--- src/rtl/mant_rounder_pkg.sv ---
package mant_rounder_pkg;

    typedef enum logic [1:0] {
        RMODE_NEAREST = 2'b00,
        RMODE_ZERO    = 2'b01,
        RMODE_POS     = 2'b10,
        RMODE_NEG     = 2'b11
    } rmode_e;

endpackage

--- src/rtl/mant_round_decide.sv ---
module mant_round_decide
    import mant_rounder_pkg::*;
(
    input  logic       sign,
    input  logic       guard,
    input  logic       rbit,
    input  logic       sticky,
    input  logic       lsb,
    input  logic [1:0] mode,
    output logic       inc,
    output logic       inexact
);

    always_comb begin
        inexact = guard | rbit | sticky;
        inc     = 1'b0;
        if (inexact) begin
            case (rmode_e'(mode))
                RMODE_NEAREST: inc = guard & (rbit | sticky | lsb);
                RMODE_ZERO:    inc = 1'b0;
                RMODE_POS:     inc = ~sign;
                RMODE_NEG:     inc = sign;
                default:       inc = 1'b0;
            endcase
        end
    end

endmodule

--- src/rtl/mant_word_incr.sv ---
module mant_word_incr #(
    parameter int MANT_W = 32,
    parameter int WORD_W = 16
) (
    input  logic [MANT_W-1:0] val,
    input  logic              inc,
    output logic [MANT_W-1:0] sum,
    output logic              carry
);

    localparam int NWORDS = (MANT_W + WORD_W - 1) / WORD_W;
    localparam int PAD_W  = NWORDS * WORD_W;

    logic [PAD_W-1:0] val_pad;
    logic [PAD_W-1:0] sum_pad;
    logic [NWORDS:0]  cy;

    assign val_pad = {{(PAD_W - MANT_W){1'b0}}, val};
    assign cy[0]   = inc;

    for (genvar w = 0; w < NWORDS; w++) begin : g_word
        logic [WORD_W:0] part;
        assign part = {1'b0, val_pad[w*WORD_W +: WORD_W]} + {{WORD_W{1'b0}}, cy[w]};
        assign sum_pad[w*WORD_W +: WORD_W] = part[WORD_W-1:0];
        assign cy[w+1] = part[WORD_W];
    end

    assign sum = sum_pad[MANT_W-1:0];

    if (PAD_W == MANT_W) begin : g_even
        assign carry = cy[NWORDS];
    end else begin : g_pad
        assign carry = sum_pad[MANT_W];
    end

endmodule

--- src/rtl/mant_rounder.sv ---
module mant_rounder #(
    parameter int MANT_W  = 32,
    parameter int WORD_W  = 16,
    parameter bit REG_OUT = 1'b1
) (
    input  logic              clk,
    input  logic              rst_n,
    input  logic              in_valid,
    input  logic              in_sign,
    input  logic [MANT_W+1:0] in_mant,
    input  logic              in_sticky,
    input  logic [1:0]        in_mode,
    output logic              out_valid,
    output logic [MANT_W-1:0] out_mant,
    output logic              out_carry,
    output logic              out_rounded_up,
    output logic              out_inexact
);

    typedef struct packed {
        logic              valid;
        logic [MANT_W-1:0] mant;
        logic              carry;
        logic              up;
        logic              inexact;
    } res_t;

    logic [MANT_W-1:0] kept;
    logic              inc;
    logic              inex;
    logic [MANT_W-1:0] sum;
    logic              cout;
    res_t              res_d;
    res_t              res_q;

    assign kept = in_mant[MANT_W+1:2];

    mant_round_decide u_decide (
        .sign    (in_sign),
        .guard   (in_mant[1]),
        .rbit    (in_mant[0]),
        .sticky  (in_sticky),
        .lsb     (in_mant[2]),
        .mode    (in_mode),
        .inc     (inc),
        .inexact (inex)
    );

    mant_word_incr #(.MANT_W(MANT_W), .WORD_W(WORD_W)) u_incr (
        .val   (kept),
        .inc   (inc),
        .sum   (sum),
        .carry (cout)
    );

    always_comb begin
        res_d = res_q;
        res_d.valid = in_valid;
        if (in_valid || !REG_OUT) begin
            res_d.mant    = sum;
            res_d.carry   = cout;
            res_d.up      = inc;
            res_d.inexact = inex;
        end
    end

    if (REG_OUT) begin : g_reg
        always_ff @(posedge clk or negedge rst_n) begin
            if (!rst_n) res_q <= '0;
            else        res_q <= res_d;
        end
    end else begin : g_comb
        assign res_q = res_d;
    end

    assign out_valid      = res_q.valid;
    assign out_mant       = res_q.mant;
    assign out_carry      = res_q.carry;
    assign out_rounded_up = res_q.up;
    assign out_inexact    = res_q.inexact;

endmodule

--- config.mk ---
export PLATFORM = sky130hd
export DESIGN_NAME = mant_rounder
export DESIGN_NICKNAME = d
export VERILOG_FILES = /design/src/rtl/mant_rounder_pkg.sv /design/src/rtl/mant_round_decide.sv /design/src/rtl/mant_word_incr.sv /design/src/rtl/mant_rounder.sv
export SDC_FILE = /design/constraint.sdc
export NUM_CORES = 1
export LEC_CHECK = 0
export BUFFER_PORTS_ARGS = -buffer_cell sky130_fd_sc_hd__buf_2
export CELL_PAD_IN_SITES_DETAIL_PLACEMENT = 1
export CELL_PAD_IN_SITES_GLOBAL_PLACEMENT = 1
export CORE_MARGIN = 3
export CORE_UTILIZATION = 30
export CTS_BUF_LIST = sky130_fd_sc_hd__clkbuf_4 sky130_fd_sc_hd__clkbuf_8
export DETAILED_ROUTE_END_ITERATION = 6
export PLACE_DENSITY = 0.77
export REMOVE_ABC_BUFFERS = 1
export SLEW_MARGIN = 30
export SYNTH_ARGS = -nofsm -noshare
export SYNTH_HDL_FRONTEND = slang
export SYNTH_HIERARCHICAL = 1
export SYNTH_SLANG_ARGS = --single-unit
--- constraint.sdc ---
create_clock -name clk -period 0.8 [get_ports clk]
set_input_delay 0.12 -clock clk [delete_from_list [all_inputs] [get_ports clk]]
set_output_delay 0.12 -clock clk [all_outputs]
set_load 0.05 [all_outputs]
==> key figures, run 1 <==
Outcome
  • Status: complete, but fails checks
  • Failing checks: setup timing

Placed design
  • Placed insts: 381
  • Port bufs: 76
  • Area post-placement: 0.00296 mm²
  • Post-DP HPWL: 4.53 mm
  • GPL Wtd Cong: 0.791

Route
  • Post-route DRC: 0
  • ANT nets after route: 0
  • WL/cell: 17.4 µm
  • DR iter-0 viols: 48
  • Routed WL: 7.32 mm
  • 1st-pass router iterations: 4
  • Via count: 1955
  • Vias per inst: 4.65

CTS
  • Worst-path clk slew: 0.07 ns
  • Sink Count: 36
  • Number of buffers on the longest clock path: 2
  • CTS tree: built
  • H-tree depth: 2
  • Clk_lat worst skew: 0.28 ns
  • Root buffer cell: clkbuf_8
  • TritonCTS Buffers: 5

Power and ir drop
  • Power Density: 1540 mW/mm²
  • Leak Pwr: 1.92 nW
  • VDD IR max: 0.000999 V

Timing
  • F_max: 417 MHz
  • RSZ-0062 raised after global routing: yes
  • # setup viols final: 70
  • Hold Slack: 0.186 ns
  • Max-slew violation count: 0
  • Slew at the pin closest to its max-slew limit: 0.494 ns
  • Final worst-path cycle share: 300%
  • Max-slew headroom: 67.0%
  • Minimum clock period: 2.40 ns
  • Final setup margin: -1.60 ns
  • Clock skew: 0 ns
  • Final Hold Fails: 0

Global routing
  • First-pass GRT wire length: 11.9 mm
  • Vias in the first global route: 2297
  • Largest net degree at the start of global routing: 37
  • Initial antenna violation count: 0
  • Global route overflow: 0
  • GRT Total Usage: 18.0%

Synth
  • Yosys top cell by area: dfrtp_1
  • Cell Area, Synth: 0.00216 mm²
  • Yosys reg bits: 36
  • Synth warnings: 6
  • Top cell type's share of synthesized area: 41.8%
  • Avg Inst Size Synth: 12.8 µm²
  • Dominant synthesized flop cell: dfrtp_1
  • Post-synth ARST share: 100%
  • Number of synthesized flops with an enable pin: 0
  • Cells after Synth: 168
  • Most frequent cell after synthesis: dfrtp_1
  • Synth cell count leaders: dfrtp_1 (36), mux2_4 (30), xor2_1 (18), xnor2_1 (11), nor3_1 (10)
  • Synth top area cells: dfrtp_1 (42%), mux2_4 (21%), xor2_1 (7.3%), xnor2_1 (4.5%), buf_12 (2.8%)
  • Unique cell type count in the Yosys netlist: 24
  • Post-synthesis sequential area ratio: 41.8%

Critical path
  • Reg2reg end: out_mant[4]$_DFFE_PN0P_
  • R2R Path Start: out_mant[4]$_DFFE_PN0P_
  • Arr. time, crit path: 2.57 ns
  • Worst reg-to-reg path cell count: 2
  • Critical path launch point: in_sticky
  • Critical Path End Type: flop
  • Critical path fanouts, max: 4
  • Setup crit start kind: primary input
  • CP required: 0.97 ns
  • Critical path class: primary input to flop
  • Worst setup path end: out_mant[31]$_DFFE_PN0P_
  • Reg2reg setup slack: -0.14 ns

Die
  • DIE AREA: 0.00824 mm²
  • Starting density of the core: 31.4%
  • Io pins: 77
  • # rows: 30
  • Core footprint: 0.00687 mm²
  • Die Y: 90.8 µm
  • Horiz. Die Dim: 90.8 µm

Layout
  • Post-Layout Cell Count: 420
  • Syn-to-layout area delta: 79.6%
  • Antenna fix cells: 0
  • Final Cell Area: 0.00387 mm²
  • Share of layout cells above drive strength 1: 72.2%
  • Layout fillers: 728
  • # nets final: 368

Hold path
  • Hold Crit Depth: 3
  • Worst hold path class: primary input to flop

Job
  • Max-Cap Viols: 0
[state kept, by name, indices dropped and copies added (netlist names)]
name            count
out_rounded_up      1
out_inexact         1
out_carry           1
out_mant           32
out_valid           1
[worst max-delay path, stage by stage]
cell	delay [ns]
buf_6	0.07
or2_4	0.13
a21oi_4	0.06
nor3_2	0.21
ha_2	0.25
ha_4	0.15
nand4_1	0.13
nor2_2	0.14
and3_4	0.20
ha_4	0.14
buf_6	0.11
nand4_4	0.13
buf_6	0.15
nor4_4	0.21
xor2_1	0.10
mux2_4	0.26
[per-layer routing]
metal | GRT usage, % | vias up | wire length (µm) | part of all wire, %
li1 | - | 906 | - | -
met1 | 20.2 | 983 | 2820 | 38
met2 | 33.8 | 58 | 4120 | 56
met3 | 3.67 | 8 | 322 | 4.4
met4 | 5.28 | 0 | 70 | 0.96
met5 | 0 | - | 0 | 0
[area by class of cell]
cell class | instances | area (µm²) | area share [%]
Clock buffer | 8 | 97.6 | 2.52
Inverter | 4 | 15.0 | 0.388
Multi-Input combinational cell | 124 | 1470 | 37.8
Sequential cell | 36 | 901 | 23.3
Tap cell | 96 | 120 | 3.10
Timing Repair Buffer | 152 | 1270 | 32.9
[power by group]
| group | leakage [nW] | switching, W | total (W) | internal (W) |
|---|---|---|---|---|
| logic | 1.45 | 0.00126 | 0.00235 | 0.00110 |
| clock network | 0.0523 | 0.000679 | 0.00145 | 0.000772 |
| registers | 0.422 | 0.000150 | 0.00216 | 0.00201 |
[placed cells by master (no fill, tap or decap), drive strengths merged]
master	n
or2	1
mux2	35
nand4	9
buf	151
nor4	7
dfrtp	36
clkbuf	8
nand2	9
and3	1
or3	1
xor2	18
ha	4
nand3	9
and4	1
xnor2	11
a21oi	1
inv	4
nor2	7
dlygate4sd3	1
nor3	10
[repair_timing]
| action | 4_1_cts | 5_1_grt |
|---|---|---|
| resized for setup | 118 | 21 |
| pin swaps | 26 | 18 |
| setup endpoints to repair | 69 | 70 |
| setup buffers | 22 | 9 |
| endpoints found under the hold margin | 36 | 0 |
| hold buffers | 1 | 0 |
[kinds of logic (layout without fill, tap and decap cells)]
logic type | Yosys count | in the layout | synth area share, %
buffers and inverters | 8 | 164 | 4.00
xor gates and xnor gates | 29 | 29 | 11.8
muxes | 35 | 35 | 23.5
AOI/OAI and AO/OA | 1 | 1 | 0.232
DFF | 36 | 36 | 41.8
and+or+nand+nor | 55 | 55 | 16.4
adders and majority gates | 4 | 4 | 2.32
[how the worst min path moves through the flow]
stage / startpoint / endpoint
3_5_place_dp: rst_n / out_mant[22]$_DFFE_PN0P_
3_3_place_gp: rst_n / out_mant[22]$_DFFE_PN0P_
2_1_floorplan: rst_n / out_carry$_DFFE_PN0P_
5_1_grt: in_valid / out_valid$_DFF_PN0_
4_1_cts: in_mant[0] / out_inexact$_DFFE_PN0P_
6_report: in_sticky / out_inexact$_DFFE_PN0P_
[through the flow]
step	setup TNS, ns	total power, W	util, %	setup WS [ns]
global placement	-45.36	0.00391	43.1	-1.85
floorplan	-39.95	0.00323	-	-1.87
detailed placement	-47.60	0.00395	43.1	-1.95
global route	-46.79	0.00623	56.4	-1.72
CTS	-40.30	0.00591	53.8	-1.51
finish	-42.73	0.00597	56.4	-1.60
(Power assumes the default switching activity.)
==> inputs of run 2 (changes only) <==
- CORE_MARGIN: 3 -> unset
- CTS_BUF_LIST: sky130_fd_sc_hd__clkbuf_4 sky130_fd_sc_hd__clkbuf_8 -> sky130_fd_sc_hd__clkbuf_4
- REMOVE_ABC_BUFFERS: 1 -> unset
==> key figures, run 2 (synthesized netlist as in run 1, its figures left out) <==
Global routing
  • GRT Total Usage: 18.3%
  • Global route overflow: 0
  • Initial antenna violation count: 1
  • First-pass GRT wire length: 10.6 mm
  • Vias in the first global route: 2160
  • Largest net degree at the start of global routing: 20

Route
  • Via count: 1925
  • Vias per inst: 4.57
  • Post-route DRC: 0
  • 1st-pass router iterations: 4
  • DR iter-0 viols: 45
  • WL/cell: 16.1 µm
  • ANT nets after route: 0
  • Routed WL: 6.78 mm

Die
  • Core footprint: 0.00687 mm²
  • Die Y: 86.8 µm
  • Starting density of the core: 31.4%
  • DIE AREA: 0.00753 mm²
  • Io pins: 77
  • Horiz. Die Dim: 86.8 µm
  • # rows: 30

Power and ir drop
  • VDD IR max: 0.000692 V
  • Power Density: 1550 mW/mm²
  • Final Total Pwr: 0.00579 W
  • Leak Pwr: 1.83 nW

Critical path
  • Arr. time, crit path: 2.40 ns
  • CP required: 1.03 ns
  • Critical Path End Type: flop
  • Max incr delay on CP: 0.26 ns
  • Reg2reg setup slack: -0.23 ns
  • Slowest cell on crit path: mux2_2
  • Setup crit start kind: primary input
  • Worst-path cell chain: buf_6 > or2_4 > a21oi_2 > nor3_2 > ha_2 > ha_4 > nand4_1 > nor2_2 > and3_4 > ha_4 > buf_4 > nand4_4 > nor4_4 > xor2_1 > mux2_2
  • Critical path fanouts, max: 4
  • Most used cell, CP: ha_4
  • Critical path class: primary input to flop

Timing
  • Final worst-path cycle share: 271%
  • # setup viols final: 70
  • Minimum clock period: 2.17 ns
  • Setup_tns: -40.99 ns
  • Final setup margin: -1.37 ns
  • Max-slew violation count: 0
  • Max-slew headroom: 80.0%
  • Slew at the pin closest to its max-slew limit: 0.299 ns
  • RSZ-0062 raised after global routing: yes
  • F_max: 461 MHz
  • Final Hold Fails: 0
  • Hold Slack: 0.0982 ns
  • Clock skew: 0 ns

CTS
  • TritonCTS Buffers: 5
  • Number of buffers on the longest clock path: 2
  • H-tree depth: 2
  • Worst-path clk slew: 0.11 ns
  • Clk_lat worst skew: 0.34 ns
  • CTS tree: built
  • Root buffer cell: clkbuf_4
  • Sink Count: 36

Layout
  • Area of the multi-input gates: 0.00137 mm²
  • Commonest non-fill, non-tap cell in the layout: buf_4
  • Antenna fix cells: 0
  • Most frequent cells in the layout: buf_4 (73), buf_6 (39), buf_2 (37), dfrtp_1 (34), mux2_4 (31)
  • Flip-flop and latch area: 903 µm²
  • Max reg flops: 32
  • # nets final: 369
  • Layout fillers: 733
  • Syn-to-layout area delta: 73.0%
  • Share of layout cells above drive strength 1: 70.5%
  • Final Cell Area: 0.00373 mm²

Hold path
  • Worst hold path class: primary input to flop

Outcome
  • Failing checks: setup timing
  • Status: complete, but fails checks

Synth
  • Syn nets: 213

Job
  • Max-Cap Viols: 0

Placed design
  • Post-DP HPWL: 4.70 mm
  • Worst slack, placed: -1.89 ns
  • Area post-placement: 0.00308 mm²
  • GPL Wtd Cong: 0.781
  • Port bufs: 76
run 2: final cells by class:
class	instances	area share, %
inverters	4	0.402
multi-input cells	124	36.7
repair buffers	153	33.3
clock buffers	5	1.01
clock inverters	3	1.14
flip-flops and latches	36	24.2
well taps	96	3.22
run 2: per-stage QoR:
| step | instances | util [%] |
|---|---|---|
| 2_1_floorplan | 168 | - |
| 3_3_place_gp | 383 | 44.8 |
| 3_5_place_dp | 383 | 44.8 |
| 4_1_cts | 417 | 53.6 |
| 5_1_grt | 421 | 54.3 |
| 6_report | 421 | 54.3 |
run 2: final timing paths:
check,startpoint,endpoint,cells after the start
max in group asynchronous,rst_n,out_inexact$_DFFE_PN0P_,3
min reg2reg,out_rounded_up$_DFFE_PN0P_,out_rounded_up$_DFFE_PN0P_,1
max,in_mant[0],out_mant[29]$_DFFE_PN0P_,15
min,in_sticky,out_inexact$_DFFE_PN0P_,3
min in group asynchronous,rst_n,out_mant[18]$_DFFE_PN0P_,3
max reg2reg,out_mant[17]$_DFFE_PN0P_,out_mant[17]$_DFFE_PN0P_,3
run 2: metal layers:
layer / share of wire (%) / global-route usage [%] / vias to the layer above
met4: 1.2 / 4.55 / 2
met1: 40 / 21.3 / 956
met5: 0.18 / 0 / -
li1: - / - / 907
met2: 54 / 33.6 / 50
met3: 4.1 / 4.29 / 10
run 2: repair_timing:
| action | CTS | global route |
|---|---|---|
| hold buffers | 1 | 0 |
| pin swaps | 17 | 8 |
| endpoints found under the hold margin | 36 | 0 |
| buffers inserted | 32 | 8 |
| resized for setup | 92 | 5 |
| setup endpoints to repair | 69 | 70 |
run 2: power by group:
| part | internal (W) | switching (W) |
|---|---|---|
| Combinational | 0.00109 | 0.00122 |
| Sequential | 0.00201 | 0.000151 |
| Clock | 0.000652 | 0.000670 |
| Total | 0.00375 | 0.00204 |
run 2: critical path, delay by kind of cell:
family	cells	cell delay [ns]
adder cells (fa/ha/maj)	3	0.51
AO/OA/AOI/OAI	1	0.05
buffers and inverters	2	0.20
AND/OR/NAND/NOR	7	1.16
XOR/XNOR	1	0.10
multiplexers	1	0.26
==> inputs of run 3 (changes only) <==
- CORE_UTILIZATION: 30 -> 36
- PLACE_DENSITY: 0.77 -> 0.88
==> key figures, run 3 (synthesized netlist as in run 1, its figures left out) <==
Timing
  • F_max: 392 MHz
  • Minimum clock period: 2.55 ns
  • Clock skew: 0 ns
  • Max-slew violation count: 0
  • RSZ-0062 raised after global routing: yes
  • Max-slew headroom: 75.3%
  • Final setup margin: -1.75 ns
  • Final Hold Fails: 0
  • Setup_tns: -49.87 ns
  • # setup viols final: 70
  • Slew at the pin closest to its max-slew limit: 0.370 ns
  • Final worst-path cycle share: 319%

Hold path
  • Hold Crit Depth: 2
  • Worst Hold Endpoint: out_valid$_DFF_PN0_
  • Hold Startpoint: in_valid
  • Worst hold path class: primary input to flop

Critical path
  • CP required: 1.12 ns
  • Arr. time, crit path: 2.87 ns
  • Setup crit start kind: primary input
  • R2R Path Start: out_mant[30]$_DFFE_PN0P_
  • Critical path class: primary input to flop
  • Critical Path End Type: flop
  • Worst reg-to-reg path cell count: 3
  • Critical path fanouts, max: 4
  • Reg2reg end: out_mant[30]$_DFFE_PN0P_
  • Reg2reg setup slack: -0.25 ns

Route
  • Via count: 2166
  • Routed WL: 9.34 mm
  • ANT nets after route: 0
  • Post-route DRC: 0
  • 1st-pass router iterations: 4
  • Vias per inst: 5.27
  • DR iter-0 viols: 52
  • WL/cell: 22.7 µm

Layout
  • Final core occ: 70.2%
  • Share of layout cells above drive strength 1: 74.9%
  • Commonest non-fill, non-tap cell in the layout: buf_4
  • Antenna fix cells: 0
  • Final Cell Area: 0.00396 mm²
  • Syn-to-layout area delta: 83.7%
  • Max reg flops: 32
  • # nets final: 383
  • Post-Layout Cell Count: 411
  • Most frequent cells in the layout: buf_4 (79), buf_6 (47), buf_2 (36), dfrtp_1 (34), mux2_4 (33)
  • Layout fillers: 566

Global routing
  • Largest net degree at the start of global routing: 23
  • Global-route met1 utilization: 28.5%
  • Met2 GRT Util: 54.2%
  • Initial antenna violation count: 0
  • Global route overflow: 0
  • GR Util met3: 5.83%
  • Vias in the first global route: 2367
  • Gr busiest metal: met2
  • First-pass GRT wire length: 12.7 mm
  • GRT Total Usage: 27.4%

Power and ir drop
  • VDD IR max: 0.000815 V
  • Leak Pwr: 2.02 nW
  • Final Total Pwr: 0.00575 W
  • Power Density: 1450 mW/mm²

CTS
  • Number of buffers on the longest clock path: 2
  • CTS tree: built
  • Root buffer cell: clkbuf_4
  • Worst-path clk slew: 0.13 ns
  • H-tree depth: 2
  • TritonCTS Buffers: 5
  • Sink Count: 36
  • Clk_lat worst skew: 0.36 ns

Outcome
  • Failing checks: setup timing
  • Status: complete, but fails checks

Placed design
  • GPL Wtd Cong: 0.814
  • Post-DP HPWL: 4.80 mm
  • Port bufs: 76
  • Placed insts: 356
  • Area post-placement: 0.00303 mm²

Die
  • Core footprint: 0.00564 mm²
  • # rows: 27
  • Io pins: 77
  • Die Y: 79.4 µm
  • Starting density of the core: 38.2%
  • Horiz. Die Dim: 79.4 µm
  • DIE AREA: 0.00631 mm²

Job
  • Max-Cap Viols: 0

Synth
  • Syn nets: 213
## run 3: where the power goes
group | leakage, nW | switching [W] | internal [W]
Sequential | 0.420 | 0.000157 | 0.00201
Clock | 0.0324 | 0.000719 | 0.000323
Combinational | 1.57 | 0.00137 | 0.00117
## run 3: repair_timing
action	CTS	global route
pin swaps	23	22
gates resized for setup	112	21
hold buffers	1	0
endpoints found under the setup margin	69	70
setup buffers	33	19
endpoints found under the hold margin	36	0
## run 3: how the worst max path moves through the flow
stage,end,from,cells past startpoint
2_1_floorplan,out_mant[30]$_DFFE_PN0P_,in_sign,14
3_3_place_gp,out_mant[29]$_DFFE_PN0P_,in_mode[1],14
3_5_place_dp,out_mant[26]$_DFFE_PN0P_,in_mode[1],15
4_1_cts,out_mant[30]$_DFFE_PN0P_,in_mant[0],15
5_1_grt,out_mant[29]$_DFFE_PN0P_,in_mode[1],15
6_report,out_mant[29]$_DFFE_PN0P_,in_mode[0],14
## run 3: final cells by class
class,count,area (µm²),share of cell area [%]
multi-input cells,124,1520,38.2
repair buffers,167,1390,35.0
flip-flops and latches,36,903,22.8
well taps,72,90.1,2.27
clock buffers,5,37.5,0.947
inverters,4,15.0,0.379
clock inverters,3,13.8,0.347
## run 3: layer usage
layer | share of wire [%] | vias to the layer above
met5 | 0 | -
met4 | 3.4 | 0
met3 | 4.2 | 27
met2 | 57 | 83
met1 | 35 | 1118
li1 | - | 938
## run 3: critical path, stage by stage
cell and delay (ns):
buf_2 0.13, xnor2_2 0.14, nor3_2 0.28, ha_2 0.29, ha_4 0.15, nand4_1 0.18
nor2_2 0.20, and3_4 0.21, ha_4 0.16, buf_6 0.10, nand4_4 0.15, nor4_4 0.23
xor2_1 0.31, mux2_4 0.21
## run 3: stage by stage
step,setup slack (ns),hold slack [ns]
floorplan,-1.65,-0.176
global placement,-1.84,0.0802
detailed placement,-1.97,0.0971
CTS,-1.35,0.0533
global route,-1.85,0.0891
finish,-1.75,0.0888
